$ cat src/rtl/gpio_irq_pkg.sv
package gpio_irq_pkg;
  localparam int unsigned SEL_W = 3;

  typedef enum logic [SEL_W-1:0] {
    SEL_TRIG    = 3'd0,
    SEL_POL     = 3'd1,
    SEL_BOTH    = 3'd2,
    SEL_MASK    = 3'd3,
    SEL_UNMASK  = 3'd4,
    SEL_MASKSET = 3'd5,
    SEL_STATUS  = 3'd6
  } reg_sel_e;
endpackage

$ cat src/rtl/gpio_irq_cfg.sv
module gpio_irq_cfg
  import gpio_irq_pkg::*;
#(
  parameter int unsigned NPINS = 32
) (
  input  logic             clk_i,
  input  logic             rst_ni,
  input  logic             wr_en_i,
  input  logic [SEL_W-1:0] wr_addr_i,
  input  logic [NPINS-1:0] wr_data_i,
  output logic [NPINS-1:0] trig_o,
  output logic [NPINS-1:0] pol_o,
  output logic [NPINS-1:0] both_o,
  output logic [NPINS-1:0] mask_o
);
  logic [NPINS-1:0] unmask_w, maskset_w;

  assign unmask_w  = (wr_en_i && wr_addr_i == SEL_UNMASK)  ? wr_data_i : '0;
  assign maskset_w = (wr_en_i && wr_addr_i == SEL_MASKSET) ? wr_data_i : '0;

  always_ff @(posedge clk_i or negedge rst_ni) begin
    if (!rst_ni) begin
      trig_o <= '0;
      pol_o  <= '0;
      both_o <= '0;
      mask_o <= '1;
    end else begin
      if (wr_en_i && wr_addr_i == SEL_TRIG) trig_o <= wr_data_i;
      if (wr_en_i && wr_addr_i == SEL_POL)  pol_o  <= wr_data_i;
      if (wr_en_i && wr_addr_i == SEL_BOTH) both_o <= wr_data_i;
      mask_o <= (mask_o & ~unmask_w) | maskset_w;
    end
  end

  AST_MASK_CLEAR_SRC: assert property (@(posedge clk_i) disable iff (!rst_ni)
    1'b1 |=> ((($past(mask_o) & ~mask_o) & ~$past(unmask_w)) == '0));

  AST_MASK_SET_SRC: assert property (@(posedge clk_i) disable iff (!rst_ni)
    1'b1 |=> (((~$past(mask_o) & mask_o) & ~$past(maskset_w)) == '0));
endmodule

$ cat src/rtl/gpio_irq_detect.sv
module gpio_irq_detect #(
  parameter int unsigned NPINS = 32
) (
  input  logic             clk_i,
  input  logic             rst_ni,
  input  logic [NPINS-1:0] pin_i,
  input  logic [NPINS-1:0] trig_i,
  input  logic [NPINS-1:0] pol_i,
  input  logic [NPINS-1:0] both_i,
  output logic [NPINS-1:0] event_o
);
  logic [NPINS-1:0] pin_q;

  always_ff @(posedge clk_i or negedge rst_ni) begin
    if (!rst_ni) pin_q <= '0;
    else         pin_q <= pin_i;
  end

  for (genvar i = 0; i < NPINS; i++) begin : g_pin
    logic rise, fall, edge_hit, level_hit;
    assign rise      = pin_i[i] & ~pin_q[i];
    assign fall      = ~pin_i[i] & pin_q[i];
    assign edge_hit  = both_i[i] ? (rise | fall) : (pol_i[i] ? rise : fall);
    assign level_hit = (pin_i[i] == pol_i[i]);
    assign event_o[i] = trig_i[i] ? edge_hit : level_hit;
  end
endmodule

$ cat src/rtl/gpio_irq_status.sv
module gpio_irq_status #(
  parameter int unsigned NPINS = 32
) (
  input  logic             clk_i,
  input  logic             rst_ni,
  input  logic [NPINS-1:0] event_i,
  input  logic [NPINS-1:0] clr_i,
  input  logic [NPINS-1:0] mask_i,
  output logic [NPINS-1:0] status_o,
  output logic             irq_o
);
  always_ff @(posedge clk_i or negedge rst_ni) begin
    if (!rst_ni) status_o <= '0;
    else         status_o <= (status_o & ~clr_i) | event_i;
  end

  assign irq_o = |(status_o & ~mask_i);

  AST_EVENT_LATCHED: assert property (@(posedge clk_i) disable iff (!rst_ni)
    (event_i != '0) |=> ((status_o & $past(event_i)) == $past(event_i)));

  AST_CLEAR_ONLY_W1C: assert property (@(posedge clk_i) disable iff (!rst_ni)
    1'b1 |=> ((($past(status_o) & ~status_o) & ~$past(clr_i)) == '0));

  AST_IRQ_MASKED_OFF: assert property (@(posedge clk_i) disable iff (!rst_ni)
    (mask_i == '1) |-> !irq_o);
endmodule

$ cat src/rtl/gpio_irq_unit.sv
module gpio_irq_unit
  import gpio_irq_pkg::*;
#(
  parameter int unsigned NPINS = 32
) (
  input  logic             clk_i,
  input  logic             rst_ni,
  input  logic [NPINS-1:0] pin_i,
  input  logic             wr_en_i,
  input  logic [SEL_W-1:0] wr_addr_i,
  input  logic [NPINS-1:0] wr_data_i,
  input  logic [SEL_W-1:0] rd_addr_i,
  output logic [NPINS-1:0] rd_data_o,
  output logic             irq_o
);
  logic [NPINS-1:0] trig, pol, both, mask, events, status, clr;

  gpio_irq_cfg #(.NPINS(NPINS)) u_cfg (
    .clk_i, .rst_ni, .wr_en_i, .wr_addr_i, .wr_data_i,
    .trig_o(trig), .pol_o(pol), .both_o(both), .mask_o(mask)
  );

  gpio_irq_detect #(.NPINS(NPINS)) u_det (
    .clk_i, .rst_ni, .pin_i,
    .trig_i(trig), .pol_i(pol), .both_i(both), .event_o(events)
  );

  assign clr = (wr_en_i && wr_addr_i == SEL_STATUS) ? wr_data_i : '0;

  gpio_irq_status #(.NPINS(NPINS)) u_sts (
    .clk_i, .rst_ni, .event_i(events), .clr_i(clr), .mask_i(mask),
    .status_o(status), .irq_o(irq_o)
  );

  always_comb begin
    unique case (rd_addr_i)
      SEL_TRIG:   rd_data_o = trig;
      SEL_POL:    rd_data_o = pol;
      SEL_BOTH:   rd_data_o = both;
      SEL_MASK:   rd_data_o = mask;
      SEL_STATUS: rd_data_o = status;
      default:    rd_data_o = '0;
    endcase
  end

  AST_RESET_MASKED: assert property (@(posedge clk_i) disable iff (!rst_ni)
    $rose(rst_ni) |-> (mask == '1));
endmodule

$ cat config.mk
export PLATFORM = sky130hd
export DESIGN_NAME = gpio_irq_unit
export DESIGN_NICKNAME = d
export VERILOG_FILES = /design/src/rtl/gpio_irq_pkg.sv /design/src/rtl/gpio_irq_cfg.sv /design/src/rtl/gpio_irq_detect.sv /design/src/rtl/gpio_irq_status.sv /design/src/rtl/gpio_irq_unit.sv
export SDC_FILE = /design/constraint.sdc
export NUM_CORES = 1
export LEC_CHECK = 0
export BUFFER_PORTS_ARGS = -buffer_cell sky130_fd_sc_hd__clkbuf_2
export CAP_MARGIN = 20
export CORE_MARGIN = 4
export CORE_UTILIZATION = 54
export CTS_CLUSTER_DIAMETER = 40
export CTS_CLUSTER_SIZE = 14
export DETAILED_ROUTE_END_ITERATION = 8
export GPL_ROUTABILITY_DRIVEN = 0
export PLACE_DENSITY = 0.84
export SLEW_MARGIN = 20
export SYNTH_ARGS = -nofsm -noshare
export SYNTH_HDL_FRONTEND = slang
export SYNTH_SLANG_ARGS = --single-unit
$ cat constraint.sdc
create_clock -name clk_i -period 1.3 [get_ports clk_i]
set_input_delay 0.065 -clock clk_i [delete_from_list [all_inputs] [get_ports clk_i]]
set_output_delay 0.065 -clock clk_i [all_outputs]
set_load 0.01 [all_outputs]
Yosys cells after proc, flatten, opt, wreduce, memory -nomap -nowiden
Index checks and enable logic that the tools add are counted.
- equal/unequal tests: 41
- mux-type cells: 100
- bitwise operators: 168
- reduce and logical (&&, ||, !) cells: 9
- operator list (operator ; count):
    case mux 32 bit (5 select lines) ; 1
    bitwise AND 32 bit ; 3
    2-to-1 mux 1 bit ; 96
    2-to-1 mux 32 bit ; 3
    inverter 32 bit ; 3
    bitwise AND 1 bit ; 64
    inverter 1 bit ; 64
    bitwise OR 32 bit ; 2
    == test 1 bit ; 32
    bitwise OR 1 bit ; 32
    OR reduction 32 bit ; 1
    == test 3 bit (second input constant) ; 4
    == test 3 x 2 -> 1 bit (second input constant) ; 3
    == test 3 x 1 -> 1 bit (second input constant) ; 2
    logical AND 1 bit ; 6
    zero test 3 bit ; 2
- flip-flop bits (word level): 192
- bits of input ports: 73
- output and inout bits: 33

Logic depth before layout (Yosys ltp)
Gate-level depths: netlist of run 1.
- depth after elaboration: 6
- mapped depth: 7
- mapped depth without buffers: 6

Modules after synthesis
From an unflattened synthesis of run 1, not the netlist that was laid out.
- cells, all modules: 910
- area, all modules: 11100.6 sq um
- modules (own cells, without submodules) (module ; times used ; cells each ; area each (sq um)):
    gpio_irq_cfg ; 1 ; 317 ; 5232.5
    gpio_irq_detect ; 1 ; 320 ; 3283.1
    gpio_irq_status ; 1 ; 117 ; 1292.5
    gpio_irq_unit ; 1 ; 156 ; 1292.5

Least setup slack after synthesis of run 1
Ideal clock, no wire load.
- path kind: register to register
- from: register u_det.pin_q[0]
- to: register u_sts.status_o[0]
- data arrival time: 1162 ps
- setup slack: 11 ps
- stages on the path, launching flop included: 6
- buffers on the path: 0
- period minus slack after synthesis: 1289 ps
- path through: dfrtp_1 > ha_1 > nor2b_1 > a211oi_1 > a21oi_1 > a221o_1
- word-level cells in the longest chain between the ends: 6
- elaborated cells between the ends (all ways): 8
- classes of those cells: mux (3); bitwise (5)
- RTL lines (what ; RTL line ; RTL):
    start: declaration ; gpio_irq_detect.sv:12 ; logic [NPINS-1:0] pin_q;
    start signal: assignment ; gpio_irq_detect.sv:16 ; else pin_q <= pin_i;
    inverter 1 bit ; gpio_irq_detect.sv:21 ; assign rise = pin_i[i] & ~pin_q[i];
    bitwise AND 1 bit ; gpio_irq_detect.sv:21 ;
    2-to-1 mux 1 bit or bitwise OR 1 bit (tied branches) ; gpio_irq_detect.sv:23 ; assign edge_hit = both_i[i] ? (rise | fall) : (pol_i[i] ? rise : fall);
    2-to-1 mux 1 bit * ; gpio_irq_detect.sv:23 ;
    2-to-1 mux 1 bit * ; gpio_irq_detect.sv:25 ; assign event_o[i] = trig_i[i] ? edge_hit : level_hit;
    bitwise OR 32 bit * ; gpio_irq_status.sv:14 ; else status_o <= (status_o & ~clr_i) | event_i;
    end signal: assignment ; gpio_irq_status.sv:14 ;
    end: declaration ; gpio_irq_status.sv:9 ; output logic [NPINS-1:0] status_o,
Mark *: on every way between the ends. The rest lies on a longest branch, timed or not.
A chain may end at the register's enable or synchronous reset.

Final worst setup path of run 1
- from: register u_cfg.mask_o[26]
- to: output irq_o
- word-level cells in the longest chain between the ends: 3
- RTL lines (what ; RTL line ; RTL):
    start: declaration ; gpio_irq_cfg.sv:14 ; output logic [NPINS-1:0] mask_o
    start signal: assignment ; gpio_irq_cfg.sv:31 ; mask_o <= (mask_o & ~unmask_w) | maskset_w;
    inverter 32 bit ; gpio_irq_status.sv:17 ; assign irq_o = |(status_o & ~mask_i);
    bitwise AND 32 bit ; gpio_irq_status.sv:17 ;
    OR reduction 32 bit ; gpio_irq_status.sv:17 ;
    end: declaration ; gpio_irq_unit.sv:14 ; output logic irq_o
Every way passes these cells.

==> results of run 1 <==
==> state kept, by name, summed over array words and instances (netlist names) <==
| name | cells |
|---|---|
| u_cfg.pol_o | 32 |
| u_sts.status_o | 32 |
| u_cfg.both_o | 32 |
| u_cfg.trig_o | 32 |
| u_det.pin_q | 32 |
| u_cfg.mask_o | 32 |
==> Yosys cell counts (all sizes together), types with 2 or more instances <==
cell type  number  area (um2)
mux2i          32         320
nor2           64         240
nor2b          35         219
dfrtp         160        4000
clkbuf         21        78.8
buf            25         136
a211oi         32         240
dfstp          32         841
a21oi          64         320
xor2           32         280
nor3b           2        20.0
a22o           64         561
a221o          32         320
ha             64         801
o21ai          32         160
o22ai          16         100
mux2           96        1080
nand2          97         364
inv            96         360
nor4            4        25.0
==> cells in the final DEF (no fill, tap or decap), drive strengths merged <==
| cell | n |
|---|---|
| and4bb | 1 |
| o22ai | 16 |
| xor2 | 32 |
| nor3 | 1 |
| mux2i | 32 |
| nor2b | 35 |
| inv | 96 |
| buf | 165 |
| a21oi | 64 |
| nor2 | 64 |
| clkbuf | 92 |
| ha | 64 |
| nor3b | 2 |
| dfstp | 32 |
| dlygate4sd3 | 65 |
| o21ai | 32 |
| a211oi | 32 |
| a221o | 32 |
| a22o | 64 |
| nand4 | 1 |
| nor4bb | 1 |
| bufinv | 3 |
| nor4 | 4 |
| clkinv | 4 |
| clkinvlp | 3 |
| nand2 | 97 |
| dfrtp | 160 |
| nor4b | 1 |
| mux2 | 96 |
==> final cells by class <==
cell class | instances | area [um2]
tap | 260 | 325
clock buffer | 22 | 464
fill | 1072 | 4760
inverter | 96 | 360
sequential | 192 | 4860
clock inverter | 10 | 136
multi-input combinational | 671 | 5570
timing repair buffer | 300 | 2480
==> cell families (layout without fill, tap and decap cells) <==
logic type / count (synthesis) / in the layout / synth area share
AO/OA/AOI/OAI: 240 / 240 / 0.162
XOR/XNOR: 32 / 32 / 0.0266
adder cells (fa/ha/maj): 64 / 64 / 0.0761
buffers and inverters: 142 / 428 / 0.0547
flip-flops: 192 / 192 / 0.460
multiplexers: 128 / 128 / 0.133
AND/OR/NAND/NOR: 207 / 207 / 0.0872
==> worst max-delay path: cells and delay by family (launching register included) <==
kind                   cells  cell delay, ns
AOI/OAI and AO/OA          1            0.12
and+or+nand+nor            2            0.58
DFF                        1            0.55
buffers and inverters      1            0.20
==> per-layer routing <==
layer  part of all wire  up-vias  routed length [um]
met2               0.49      539               16500
met1               0.38     4637               12700
li1                   -     4070                   -
met5                  0        -                   0
met4              0.049        0                1640
met3              0.073      147                2450
==> through the flow <==
step	instances	hold slack, ns
floorplan	1005	-0.231
global placement	1412	0.0175
detailed placement	1412	0.0198
CTS	1517	0.0299
global route	1551	0.0792
finish	1551	0.0515
==> worst min path at each step <==
stage               startpoint                 end  slack [ns]  cells after the start
CTS                   pin_i[7]   u_sts.status_o[7]        0.03                      4
floorplan               rst_ni     u_cfg.both_o[0]       -0.23                      0
global placement        rst_ni    u_cfg.both_o[30]        0.02                      1
detailed placement      rst_ni    u_cfg.both_o[30]        0.02                      1
global route         pin_i[25]  u_sts.status_o[25]        0.08                      4
finish               pin_i[21]  u_sts.status_o[21]        0.05                      4
==> power by group <==
group | total [mW] | switching, mW | internal (mW) | leakage, nW
logic | 5.39 | 2.45 | 2.94 | 4.21
registers | 8.37 | 1.19 | 7.17 | 2.13
clock network | 5.46 | 2.34 | 3.12 | 0.286
==> repair_timing <==
action | 4_1_cts | 5_1_grt
pin swaps | 64 | 29
hold buffers | 65 | 0
endpoints found under the setup margin | 65 | 65
hold endpoints to repair | 348 | 0
resized for setup | 113 | 119
buffers inserted | 12 | 44
==> flow_summary.json, run 1 <==
{
  "finish.instance_area_um2": 14200,
  "max_slew.worst_pin.slew_ns": 0.370,
  "synth_edf_count": 0,
  "number_of_nets_with_antenna_violations_after_routing": 0,
  "placed_standard_cell_area_um2": 12100,
  "clock_sinks": 192,
  "grt_pass1_wl_mm": 49.6,
  "synth_fp_nets": 1142,
  "antennaDiodeCount": 0,
  "max_freq_mhz": 513,
  "die_h_um": 148,
  "relative_slew_slack": 0.753,
  "grt_util_met3": 0.0530,
  "worstSetupEndpoint": "irq_o",
  "tritoncts.num_buffers": 17,
  "setup.worst_path.class": "flop to output port",
  "r2r_end": "u_sts.status_o[1]",
  "period_minus_slack_ns": 1.95,
  "grt_antenna_before_repair": 0,
  "cts_max_level": 4,
  "finish.net_count": 1415,
  "finalHoldViolCount": 0,
  "cap_violations": 0,
  "portion_of_the_clock_cycle_consumed_by_the_worst_path_in_the_final_layout": 1.50,
  "cts_max_path_buffers": 2,
  "initial_core_util": 0.555,
  "finalSetupViolations": 58,
  "grt_overflow": 0,
  "fin_util": 0.749,
  "worst_hold_path_type": "input pin to flop",
  "pin_count": 106,
  "status": "finished, violations left",
  "post_layout_worst_setup_margin_ns": -0.649,
  "violated_checks": "negative setup slack",
  "area_of_the_core_region_um2": 19000,
  "critical_path.max_stage_delay_ns": 0.55,
  "drcViolationCount": 0,
  "syn-mean-instance-area_um2": 10.5,
  "fin_total_pwr_mw": 19.2,
  "setup_clock_skew_after_layout_ns": 0.0105,
  "worst_ir_drop_vdd_v": 0.00108,
  "dp_slack_ns": -0.139,
  "place.detailed.hpwl_mm": 18.6,
  "type_of_destination_of_the_critical_path": "output port",
  "detail_route.iter0.violations": 826,
  "finalMaxSlewViolations": 0,
  "routed_wirelength_mm": 33.3,
  "area_growth_syn_to_layout_pct": 35.0,
  "global_route.usage.met1": 0.355,
  "floorplan.rows": 50,
  "die_span_x_um": 148,
  "tritoncts": "done",
  "powerDensity_nw_per_um2": 1350,
  "critical_path_required_ns": 1.24,
  "synthesized_instance_count": 1005,
  "design.die.area_um2": 21800,
  "cell_area_synth_um2": 10500,
  "drive_above_1_share": 0.405,
  "ys_seq_area_frac": 0.460,
  "proportion_of_register_bits_with_asynchronous_set_or_reset_after_synthesis": 1.00,
  "clk-insertion-delay-late_ns": 0.45,
  "final.setup.tns_ns": -11.66,
  "grt_use_met2": 0.482,
  "arrival_ns": 1.88,
  "route.vias.total": 9393,
  "critPathSlowestCell": "sky130_fd_sc_hd__dfstp_2",
  "drt_first_pass_iters": 6,
  "grt.busiest_layer": "met2",
  "crit_chain": "o22ai_1, nor4_1, nand4_1, buf_2",
  "wire_per_inst_um": 21.5,
  "timing.reg2reg.setup_slack_ns": -0.18,
  "detail_route.vias_per_cell": 6.06,
  "cellLeakagePower_nw": 6.63,
  "grt_setup_unrepaired": "true",
  "grt_pass1_vias": 9559,
  "ys_types": 28,
  "ys_dominant_reg_cell": "sky130_fd_sc_hd__dfrtp_1",
  "globalRouteTotalUtil": 0.285,
  "worst-path-max-fanout": 2,
  "cts_root_buf": "sky130_fd_sc_hd__clkbuf_16",
  "startpoint_of_the_worst_setup_timing_path": "u_cfg.mask_o[26]",
  "startpoint_class": "flop",
  "synth-warning-count": 0,
  "crit-reg2reg-launch": "u_det.pin_q[1]",
  "port_buffer_count": 105,
  "grt_start_max_net_pins": 47,
  "timing.reg2reg.worst_path_depth": 5,
  "cts.reportedPaths.clkPinSlew_ns": 0.07,
  "ys_ff_latch": 192
}
Power figures use the tool's default switching activity.
==> inputs of run 2 (changes only) <==
- REMOVE_ABC_BUFFERS: unset -> 1
==> flow_summary.json, run 2 (synthesized netlist as in run 1, its figures left out) <==
{
  "cap_violations": 0,
  "place.detailed.hpwl_mm": 18.1,
  "globalRouteTotalUtil": 0.284,
  "relative_slew_slack": 0.583,
  "startpoint_class": "flop",
  "timing.reg2reg.worst_path_depth": 5,
  "floorplan.rows": 50,
  "drcViolationCount": 0,
  "max_slew.worst_pin.slew_ns": 0.626,
  "status": "finished, violations left",
  "fin_util": 0.766,
  "worst_hold_path_type": "input pin to flop",
  "design.die.area_um2": 21800,
  "grt_overflow": 0,
  "finalNonFillerCells": 1588,
  "period_minus_slack_ns": 1.96,
  "die_h_um": 148,
  "routed_wirelength_mm": 33.2,
  "route.vias.total": 9584,
  "setup.worst_path.class": "flop to output port",
  "arrival_ns": 1.90,
  "layout_commonest_cell": "sky130_fd_sc_hd__dfrtp_1",
  "cellLeakagePower_nw": 6.79,
  "crit-reg2reg-launch": "u_det.pin_q[8]",
  "violated_checks": "negative setup slack",
  "grt_pass1_wl_mm": 49.9,
  "most-common-layout-cells": "145 x sky130_fd_sc_hd__dfrtp_1, 123 x sky130_fd_sc_hd__buf_4, 96 x sky130_fd_sc_hd__inv_1, 96 x sky130_fd_sc_hd__mux2_2, 94 x sky130_fd_sc_hd__nand2_1",
  "cts_max_path_buffers": 2,
  "worst-path-max-fanout": 2,
  "grt_pass1_vias": 9883,
  "cts_max_level": 4,
  "portion_of_the_clock_cycle_consumed_by_the_worst_path_in_the_final_layout": 1.51,
  "finalSetupViolations": 57,
  "tritoncts": "done",
  "finish.net_count": 1451,
  "clock_sinks": 192,
  "worst_ir_drop_vdd_v": 0.00114,
  "die_span_x_um": 148,
  "powerDensity_nw_per_um2": 1330,
  "worstSetupEndpoint": "irq_o",
  "detail_route.iter0.violations": 817,
  "dp_slack_ns": -0.151,
  "post_layout_worst_setup_margin_ns": -0.663,
  "cts.reportedPaths.clkPinSlew_ns": 0.07,
  "number_of_nets_with_antenna_violations_after_routing": 0,
  "area_of_the_core_region_um2": 19000,
  "fin_total_pwr_mw": 19.3,
  "clk-insertion-delay-late_ns": 0.44,
  "finalHoldViolCount": 0,
  "post-place-cells": 1445,
  "timing.reg2reg.setup_slack_ns": -0.18,
  "wire_per_inst_um": 20.9,
  "grt_antenna_before_repair": 0,
  "cts_root_buf": "sky130_fd_sc_hd__clkbuf_16",
  "initial_core_util": 0.555,
  "finalMaxSlewViolations": 0,
  "grt_setup_unrepaired": "true",
  "r2r_end": "u_sts.status_o[8]",
  "tritoncts.num_buffers": 17,
  "drive_above_1_share": 0.430,
  "fillers": 1027,
  "type_of_destination_of_the_critical_path": "output port",
  "setup_clock_skew_after_layout_ns": 0.00832,
  "area_growth_syn_to_layout_pct": 38.0,
  "detail_route.vias_per_cell": 6.04,
  "drt_first_pass_iters": 5,
  "hold_depth": 4,
  "startpoint_of_the_worst_setup_timing_path": "u_cfg.mask_o[0]",
  "pin_count": 106,
  "grt_start_max_net_pins": 36,
  "critical_path_required_ns": 1.24,
  "max_freq_mhz": 509,
  "port_buffer_count": 105
}
## run 2: layout make-up
| cell class | count | area [um2] | share of cell area |
|---|---|---|---|
| Multi-Input combinational cell | 671 | 5610 | 0.386 |
| Sequential cell | 192 | 4860 | 0.335 |
| Timing Repair Buffer | 336 | 2760 | 0.190 |
| Clock buffer | 20 | 467 | 0.0321 |
| Inverter | 96 | 360 | 0.0248 |
| Tap cell | 260 | 325 | 0.0224 |
| Clock inverter | 12 | 131 | 0.00905 |
| Antenna cell | 1 | 2.50 | 0.000172 |
## run 2: per-stage QoR
stage / hold WS [ns] / cell area, um2 / setup TNS, ns
global route: 0.0786 / 14500 / -14.80
finish: 0.0367 / 14500 / -11.31
floorplan: -0.231 / 10300 / -179.12
global placement: 0.0105 / 12300 / -5.92
CTS: 0.0253 / 13900 / -9.98
detailed placement: 0.0130 / 12300 / -7.97
## run 2: what timing repair did
item | CTS | global route
resized for setup | 117 | 127
setup buffers | 18 | 47
hold endpoints to repair | 353 | 0
hold buffers | 65 | 0
pin swaps | 76 | 31
endpoints found under the setup margin | 65 | 65
## run 2: routing by layer
metal / share of wire / track usage / vias to the layer above
met4: 0.046 / 0.124 / 0
met3: 0.072 / 0.0573 / 148
met1: 0.39 / 0.351 / 4755
met5: 0 / 0 / -
li1: - / - / 4139
met2: 0.49 / 0.484 / 542
## run 2: worst min-delay path by stage
stage               startpoint            endpoint
finish               pin_i[19]  u_sts.status_o[19]
global route          pin_i[7]   u_sts.status_o[7]
CTS                  pin_i[19]  u_sts.status_o[19]
detailed placement      rst_ni     u_cfg.both_o[7]
global placement        rst_ni      u_cfg.pol_o[7]
floorplan               rst_ni     u_cfg.both_o[0]
## run 2: power by group
part / switching, mW / internal (mW)
logic: 2.52 / 3.06
registers: 1.16 / 7.17
clock network: 2.39 / 2.99
total: 6.07 / 13.2
## run 2: worst max-delay path, cell delays in order (launching register included)
cell and delay [ns]:
sky130_fd_sc_hd__dfstp_2 0.59, sky130_fd_sc_hd__o22ai_4 0.09, sky130_fd_sc_hd__nor4_2 0.28, sky130_fd_sc_hd__buf_4 0.16, sky130_fd_sc_hd__nand4_1 0.13, sky130_fd_sc_hd__buf_2 0.19
